[src/rtl/isw_pkg.sv]
package isw_pkg;
  localparam int unsigned CAUSE_W = 8;
  localparam int unsigned CU_W    = 2;
  localparam int unsigned RU_W    = 4;
  localparam int unsigned RSV_W   = 2;
  localparam int unsigned WORD_W  = CAUSE_W + CU_W + RU_W + RSV_W;

  // cause bit offsets within the upper byte
  localparam int unsigned C_CMD   = 7;
  localparam int unsigned C_FRAME = 6;
  localparam int unsigned C_CUNA  = 5;
  localparam int unsigned C_RUNR  = 4;
  localparam int unsigned C_MDIO  = 3;
  localparam int unsigned C_SW    = 2;
  localparam int unsigned C_ERX   = 1;
  localparam int unsigned C_PAUSE = 0;

  typedef enum logic [CU_W-1:0] {
    CU_IDLE = 2'b00,
    CU_SUSP = 2'b01,
    CU_LOWQ = 2'b10,
    CU_HIQ  = 2'b11
  } cu_code_e;

  localparam logic [RU_W-1:0] RU_READY      = 4'b0100;
  localparam logic [RU_W-1:0] RU_READY_NOBD = 4'b1100;

  function automatic logic cu_active(input logic [CU_W-1:0] s);
    return s[CU_W-1];
  endfunction

  function automatic logic cu_idle(input logic [CU_W-1:0] s);
    return (s == CU_IDLE);
  endfunction

  function automatic logic ru_ready(input logic [RU_W-1:0] s);
    return (s == RU_READY) || (s == RU_READY_NOBD);
  endfunction
endpackage

[src/rtl/isw_state_track.sv]
module isw_state_track
  import isw_pkg::*;
#(
  parameter int unsigned CUW = CU_W,
  parameter int unsigned RUW = RU_W
) (
  input  logic           clk_i,
  input  logic           rst_ni,
  input  logic [CUW-1:0] cu_i,
  input  logic [RUW-1:0] ru_i,
  input  logic           idle_only_i,
  output logic [CUW-1:0] cu_q_o,
  output logic [RUW-1:0] ru_q_o,
  output logic           cu_evt_o,
  output logic           ru_evt_o
);
  logic [CUW-1:0] cu_q, cu_d;
  logic [RUW-1:0] ru_q, ru_d;
  logic           cu_en, ru_en;
  logic           leave_active, enter_idle;

  always_comb begin
    cu_en = (cu_i != cu_q);
    ru_en = (ru_i != ru_q);
    cu_d  = cu_i;
    ru_d  = ru_i;
  end

  always_comb begin
    leave_active = cu_active(cu_q) && !cu_active(cu_i);
    enter_idle   = !cu_idle(cu_q) && cu_idle(cu_i);
    cu_evt_o     = idle_only_i ? enter_idle : leave_active;
    ru_evt_o     = ru_ready(ru_q) && !ru_ready(ru_i);
  end

  always_ff @(posedge clk_i or negedge rst_ni) begin
    if (!rst_ni) begin
      cu_q <= '0;
    end else if (cu_en) begin
      cu_q <= cu_d;
    end
  end

  always_ff @(posedge clk_i or negedge rst_ni) begin
    if (!rst_ni) begin
      ru_q <= '0;
    end else if (ru_en) begin
      ru_q <= ru_d;
    end
  end

  assign cu_q_o = cu_q;
  assign ru_q_o = ru_q;
endmodule

[src/rtl/isw_cause_bank.sv]
module isw_cause_bank #(
  parameter int unsigned W = 8
) (
  input  logic         clk_i,
  input  logic         rst_ni,
  input  logic [W-1:0] set_i,
  input  logic [W-1:0] clr_i,
  output logic [W-1:0] q_o,
  output logic         any_o
);
  logic [W-1:0] q, d, en;

  for (genvar i = 0; i < W; i++) begin : g_bit
    always_comb begin
      en[i] = set_i[i] | clr_i[i];
      d[i]  = set_i[i];   // set takes priority over clear
    end

    always_ff @(posedge clk_i or negedge rst_ni) begin
      if (!rst_ni) begin
        q[i] <= 1'b0;
      end else if (en[i]) begin
        q[i] <= d[i];
      end
    end
  end

  assign q_o   = q;
  assign any_o = |q;
endmodule

[src/rtl/irq_status_word.sv]
module irq_status_word
  import isw_pkg::*;
#(
  parameter int unsigned NCAUSE = CAUSE_W,
  parameter int unsigned CUW    = CU_W,
  parameter int unsigned RUW    = RU_W,
  localparam int unsigned WW    = NCAUSE + CUW + RUW + RSV_W
) (
  input  logic           clk_i,
  input  logic           rst_ni,
  input  logic [CUW-1:0] cu_state_i,
  input  logic [RUW-1:0] ru_state_i,
  input  logic           cu_idle_only_i,
  input  logic           ev_cmd_done_i,
  input  logic           ev_frame_rx_i,
  input  logic           ev_mdio_done_i,
  input  logic           mdio_irq_en_i,
  input  logic           ev_sw_irq_i,
  input  logic           ev_early_rx_i,
  input  logic           ev_pause_i,
  input  logic           wr_en_i,
  input  logic [WW-1:0]  wr_data_i,
  output logic [WW-1:0]  rd_data_o,
  output logic           irq_o
);
  localparam int unsigned CAUSE_LSB = WW - NCAUSE;

  logic [CUW-1:0]    cu_q;
  logic [RUW-1:0]    ru_q;
  logic              cu_evt, ru_evt;
  logic [NCAUSE-1:0] set_vec, clr_vec, cause_q;
  logic              any_cause;

  isw_state_track #(.CUW(CUW), .RUW(RUW)) u_track (
    .clk_i       (clk_i),
    .rst_ni      (rst_ni),
    .cu_i        (cu_state_i),
    .ru_i        (ru_state_i),
    .idle_only_i (cu_idle_only_i),
    .cu_q_o      (cu_q),
    .ru_q_o      (ru_q),
    .cu_evt_o    (cu_evt),
    .ru_evt_o    (ru_evt)
  );

  always_comb begin
    set_vec          = '0;
    set_vec[C_CMD]   = ev_cmd_done_i;
    set_vec[C_FRAME] = ev_frame_rx_i;
    set_vec[C_CUNA]  = cu_evt;
    set_vec[C_RUNR]  = ru_evt;
    set_vec[C_MDIO]  = ev_mdio_done_i & mdio_irq_en_i;
    set_vec[C_SW]    = ev_sw_irq_i;
    set_vec[C_ERX]   = ev_early_rx_i;
    set_vec[C_PAUSE] = ev_pause_i;
    clr_vec          = wr_en_i ? wr_data_i[WW-1:CAUSE_LSB] : '0;
  end

  isw_cause_bank #(.W(NCAUSE)) u_bank (
    .clk_i  (clk_i),
    .rst_ni (rst_ni),
    .set_i  (set_vec),
    .clr_i  (clr_vec),
    .q_o    (cause_q),
    .any_o  (any_cause)
  );

  assign rd_data_o = {cause_q, cu_q, ru_q, {RSV_W{1'b0}}};
  assign irq_o     = any_cause;
endmodule

[config.mk]
export PLATFORM = sky130hd
export DESIGN_NAME = irq_status_word
export DESIGN_NICKNAME = d
export VERILOG_FILES = /design/src/rtl/isw_pkg.sv /design/src/rtl/isw_state_track.sv /design/src/rtl/isw_cause_bank.sv /design/src/rtl/irq_status_word.sv
export SDC_FILE = /design/constraint.sdc
export NUM_CORES = 1
export LEC_CHECK = 0
export ABC_AREA = 0
export ABC_CLOCK_PERIOD_IN_PS = 1300
export BUFFER_PORTS_ARGS = -buffer_cell sky130_fd_sc_hd__buf_2
export CORE_UTILIZATION = 36
export CTS_BUF_LIST = sky130_fd_sc_hd__clkbuf_16
export DETAILED_ROUTE_END_ITERATION = 7
export PLACE_DENSITY = 0.88
export SLEW_MARGIN = 30
export SYNTH_ARGS = -nofsm -noshare
export SYNTH_HDL_FRONTEND = slang
export SYNTH_SLANG_ARGS = --single-unit
[constraint.sdc]
create_clock -name clk_i -period 1.3 [get_ports clk_i]
set_clock_uncertainty 0.05 [all_clocks]
set_input_delay 0.195 -clock clk_i [delete_from_list [all_inputs] [get_ports clk_i]]
set_output_delay 0.195 -clock clk_i [all_outputs]
set_load 0.05 [all_outputs]
# Word level (Yosys, flattened, before mapping)
# Cells that the tools add are included.
# word_totals
regBits,14
in_bits,33
out_inout_bits,17
wordCells,38
# classes
n_eq_ne,6
mux,2
bitwise,9
reduce_logical,11
# op_table
cell,count
$eq 4x3->1 const B,2
$eq 4x4->1 const B,2
$mux 8,1
$or 1x1->1,8
$reduce_or 8->1,1
$logic_not 2->1,2
$ne 4x4->1,1
$logic_and 1x1->1,3
$logic_not 1->1,3
$logic_or 1x1->1,2
$ne 2x2->1,1
$and 1x1->1,1
$mux 1,1

# Logic depth before layout (Yosys ltp)
# logic_depth
ltp_word,5
depth_mapped,4
ltp_nobuf,4

# Hierarchy
# A second synthesis with hierarchy kept.
# unflattened
cells_unflattened,60
hier_area_um2,626.9
# modules_own_cells
module,instances,cells_per_inst,area_each_um2,seq_area_each_um2
isw_cause_bank,1,27,307.8,200.2
isw_state_track,1,21,244.0,150.1
irq_status_word,1,12,75.1,0.0

# Worst setup path before layout
# OpenSTA, ideal clock, no wires.
# synth_timing
path_kind,register to output
startpoint,register u_bank.q[1] (netlist: u_bank.q_o[1])
endpoint,output irq_o
arrival_ps,1203
required_ps,1055
path_slack_ps,-148
stages_incl_launch_ff,3
n_path_buf,0
cell_sequence,dfrtp_1 nor4_1 nand2_1
# synth_via
elab_chain_cells,1
# synth_lines
item,line,source
"start, declared",isw_cause_bank.sv:11,"logic [W-1:0] q, d, en;"
"start signal, assigned by index",isw_cause_bank.sv:23,q[i] <= d[i];
$reduce_or 8->1,isw_cause_bank.sv:29,assign any_o = |q;
"end, declared",irq_status_word.sv:24,output logic irq_o
# Every way passes these cells.

# Worst setup path after layout
# layout_timing
startpoint,register u_bank.q[5] (netlist: u_bank.q_o[5])
endpoint,output irq_o
# Same word-level chain as after synthesis.

==> results <==
- Dividing the synthesized area by the synthesized cell count gives 10.9 µm².
- The synthesized instance count is 53.
- The chip width is 42.1 µm.
- The initial antenna violation count is 0.
- The routing layer with the top usage in global route is met2.
- By area, the combinational part of the netlist is dominated by compound AO/OA/AOI/OAI gates.
- In this run the power density over the cells is 1530 nW/µm².
- Fill cells in the final layout number 140.
- Across the run, the number of max-cap violations was 0.
- The met3 track demand over resource in global routing is 0.0690.
- The worst hold margin is 0.00867 ns.
- The area enclosed by the die boundary is 1770 µm².
- Detailed placement ended at an HPWL of 996 µm.
- TritonCTS built the clock tree.
- The share of the clock period used by the worst path is 1.09.
- The total count of hold-check failures in the final report was 0.
- The setup path with the least slack is of type reg -> out.
- The final reports fail on negative setup slack.
- The Yosys step of the flow raised 0 warnings.
- The post-detailed-route via-to-cell ratio is 4.75.
- Counting the buffers created by CTS gives 3.
- The critical path buffer and inverter count is 1.
- The remaining design rule violation count is 0.
- The synthesized-area fraction occupied by adder cells is 0.0216.
- The post-place setup slack is 0.0308 ns.
- For this run, global-route usage on met2 was measured as 0.294.
- The number of setup violations in the final report is 1.
- The remaining global-route overflow is 0.
- The core outline area is 1510 µm².
- The critical path goes through nor4_4, nand2_2, buf_6.
- In this run, the number of DRC markers left after iteration 0 of detailed routing was 8.
- The cell with the largest stage delay on the worst path is sky130_fd_sc_hd__dfrtp_2.
- The net count of the finished layout is 130.
- The total standard cell area after synthesis is 578 µm².
- The netlist uses 18 different library cells.
- The initial core utilization is 0.384.
- The CTS sink count is 14.
- The flow ran to the end, but the final reports show violations.
- For this design the top-level I/O count stands at 50.
- STA classifies the critical path startpoint as a flip-flop.
- The tree is rooted in a sky130_fd_sc_hd__clkbuf_16.
- Of the total synthesized cell area, the portion taken by AND, OR, NAND and NOR gates is 0.121.
- The routed layout has 527 vias.
- The kind of path behind the tightest hold check is in -> reg.
- In this design, the stage delay of the slowest critical-path cell is 0.42 ns.
- The clock insertion delay at the later pin of the skew report is 0.24 ns.
- The total global routing track utilization is 0.175.
- Row generation in the floorplan step produced 14 rows.
- The worst endpoint data arrival time is 1.17 ns.
- The number of buffers added on ports is 39.
- The final count of pins violating max slew is 0.
- The antenna diode instance count is 0.
- The total wire length after detailed routing is 1.28 mm.
- The maximum number of pins on one net before global-route repair is 15.
- The y dimension of the die is 42.1 µm.
- After clock tree synthesis, the clock-pin slew on the worst setup and hold paths is 0.05 ns.
- The fraction of the mapped netlist area in compound gates is 0.139.
- The average wire per standard cell is 11.6 µm.
- Summing internal, switching and leakage power gives 0.00142 W.
- The fmax is 0.706 GHz.
- The minimum clock period after layout is 1.42 ns.
- After layout, the worst setup slack is -0.116 ns.
- The worst-case IR drop observed on VDD is 0.00120 V.
- In this design, the largest share of critical-path delay is due to flip-flops.
- The multiplexer area fraction after synthesis is 0.
- In this run the number of H-tree levels came out at 1.
- The congestion estimate from routability-driven global placement came to 0.746.
- The data required time at the worst endpoint is 1.05 ns.
- The sequential-to-total area share from yosys stat is 0.606.
- The number of buffers on the longest clock path is 2.
- The detail route stage leaves a number of antenna-violating nets equal to 0.
- The via count of the first global-routing pass is 517.
- Setup repair after global routing could not meet its margin everywhere.
- The share of post-route cells with drive strength above 1 is 0.611.
- Of the total synthesized cell area, the portion taken by XOR and XNOR cells is 0.0152.
- The end-of-flow core utilization is 0.616.
- The count of TritonRoute iterations in the first routing pass is 4.
- The nature of the critical path endpoint is an output port.
- The flop and latch count out of synthesis is 14.
- The leakage power figure is 0.464 nW.
- The first global-routing pass estimated 2.14 mm of wire.
- The layout overhead on the synthesized area is 60.6%.
- The met1 usage is 0.188.
- Of all nets on the critical path, the largest fanout is 2.
==> cell families (layout without fill, tap and decap cells) <==
family | Yosys count | in the layout
compound gates | 10 | 10
xor+xnor | 1 | 1
fa+ha+maj | 1 | 1
buf+inv | 10 | 51
flops | 14 | 14
simple gates | 16 | 16
other cells | 1 | 2
==> what timing repair did <==
action | 4_1_cts | 5_1_grt
endpoints found under the setup margin | 1 | 2
endpoints found under the hold margin | 14 | 0
hold buffers | 1 | 0
pin swaps | 0 | 1
cloned | 0 | 0
buffers inserted | 1 | 1
gates resized for setup | 5 | 2
==> synth_stat cells, drive strengths merged <==
library cell | number | share of area
inv | 2 | 0.013
conb | 1 | 0.0065
a21o | 5 | 0.065
a221o | 1 | 0.017
xnor2 | 1 | 0.015
a32o | 1 | 0.017
ha | 1 | 0.022
nor4 | 3 | 0.032
buf | 3 | 0.045
a22o | 1 | 0.015
clkbuf | 5 | 0.032
dfrtp | 14 | 0.61
a21oi | 1 | 0.0086
nor2 | 3 | 0.019
nand2 | 10 | 0.069
a31o | 1 | 0.015
==> metal layers <==
metal	share of wire	wire length (µm)	vias to the layer above
met1	0.41	522	238
met4	0.012	16	0
met5	0	0	-
li1	-	-	259
met3	0.079	101	3
met2	0.50	643	27
==> path summary, 6_finish.rpt <==
| check | start | end | slack [ns] | cells after the start |
|---|---|---|---|---|
| max in group asynchronous | rst_ni | u_bank.q_o[5] | 0.63 | 2 |
| worst max-delay path | u_bank.q_o[5] | irq_o | -0.12 | 3 |
| worst min-delay path | ru_state_i[3] | u_track.ru_q_o[3] | 0.009 | 1 |
| min in group asynchronous | rst_ni | u_bank.q_o[2] | 0.32 | 2 |
| worst max register to register | u_track.cu_q_o[1] | u_track.cu_q_o[1] | 0.19 | 3 |
| worst min register to register | u_bank.q_o[7] | u_bank.q_o[7] | 0.49 | 1 |
==> registers in the layout (all words and copies together) (netlist names) <==
name	count
u_bank.q_o	8
u_track.ru_q_o	4
u_track.cu_q_o	2
==> power by group <==
| part | total [W] | internal (W) | switching (W) |
|---|---|---|---|
| combinational | 0.000326 | 0.000109 | 0.000218 |
| clock | 0.000573 | 0.000406 | 0.000167 |
| sequential | 0.000519 | 0.000480 | 0.0000386 |
==> layout make-up <==
type / instances / area, µm² / share of cell area
Timing Repair Buffer: 45 / 251 / 0.271
Clock buffer: 3 / 75.1 / 0.0809
Sequential cell: 14 / 359 / 0.387
Inverter: 2 / 7.51 / 0.00809
Tap cell: 16 / 20.0 / 0.0216
Clock inverter: 1 / 3.75 / 0.00404
Multi-Input combinational cell: 30 / 211 / 0.228
==> worst reg2reg max path, stage by stage, from the launching register on <==
cell and delay [ns]:
sky130_fd_sc_hd__dfrtp_2 0.41, sky130_fd_sc_hd__ha_1 0.29, sky130_fd_sc_hd__a21oi_1 0.06, sky130_fd_sc_hd__a31o_1 0.18
==> metrics by stage <==
stage,setup TNS [ns],instances,area [µm²]
final,-0.116,111,928
after global routing,-0.173,111,928
after CTS,-0.125,110,910
after detailed placement,0,104,786
after global placement,0,104,786
after floorplan,-0.0344,54,593
==> placed cells by master, fill, tap and decap left out, types with 3 or more instances in the layout <==
cell type / synthesis / final
sky130_fd_sc_hd__buf_4: 2 / 5
sky130_fd_sc_hd__nor2_1: 3 / 3
sky130_fd_sc_hd__dfrtp_2: 0 / 7
sky130_fd_sc_hd__buf_2: 0 / 37
sky130_fd_sc_hd__dfrtp_1: 14 / 7
sky130_fd_sc_hd__nand2_1: 9 / 8
sky130_fd_sc_hd__clkbuf_16: 0 / 3
sky130_fd_sc_hd__a21o_1: 5 / 5
(Power assumes the default switching activity.)
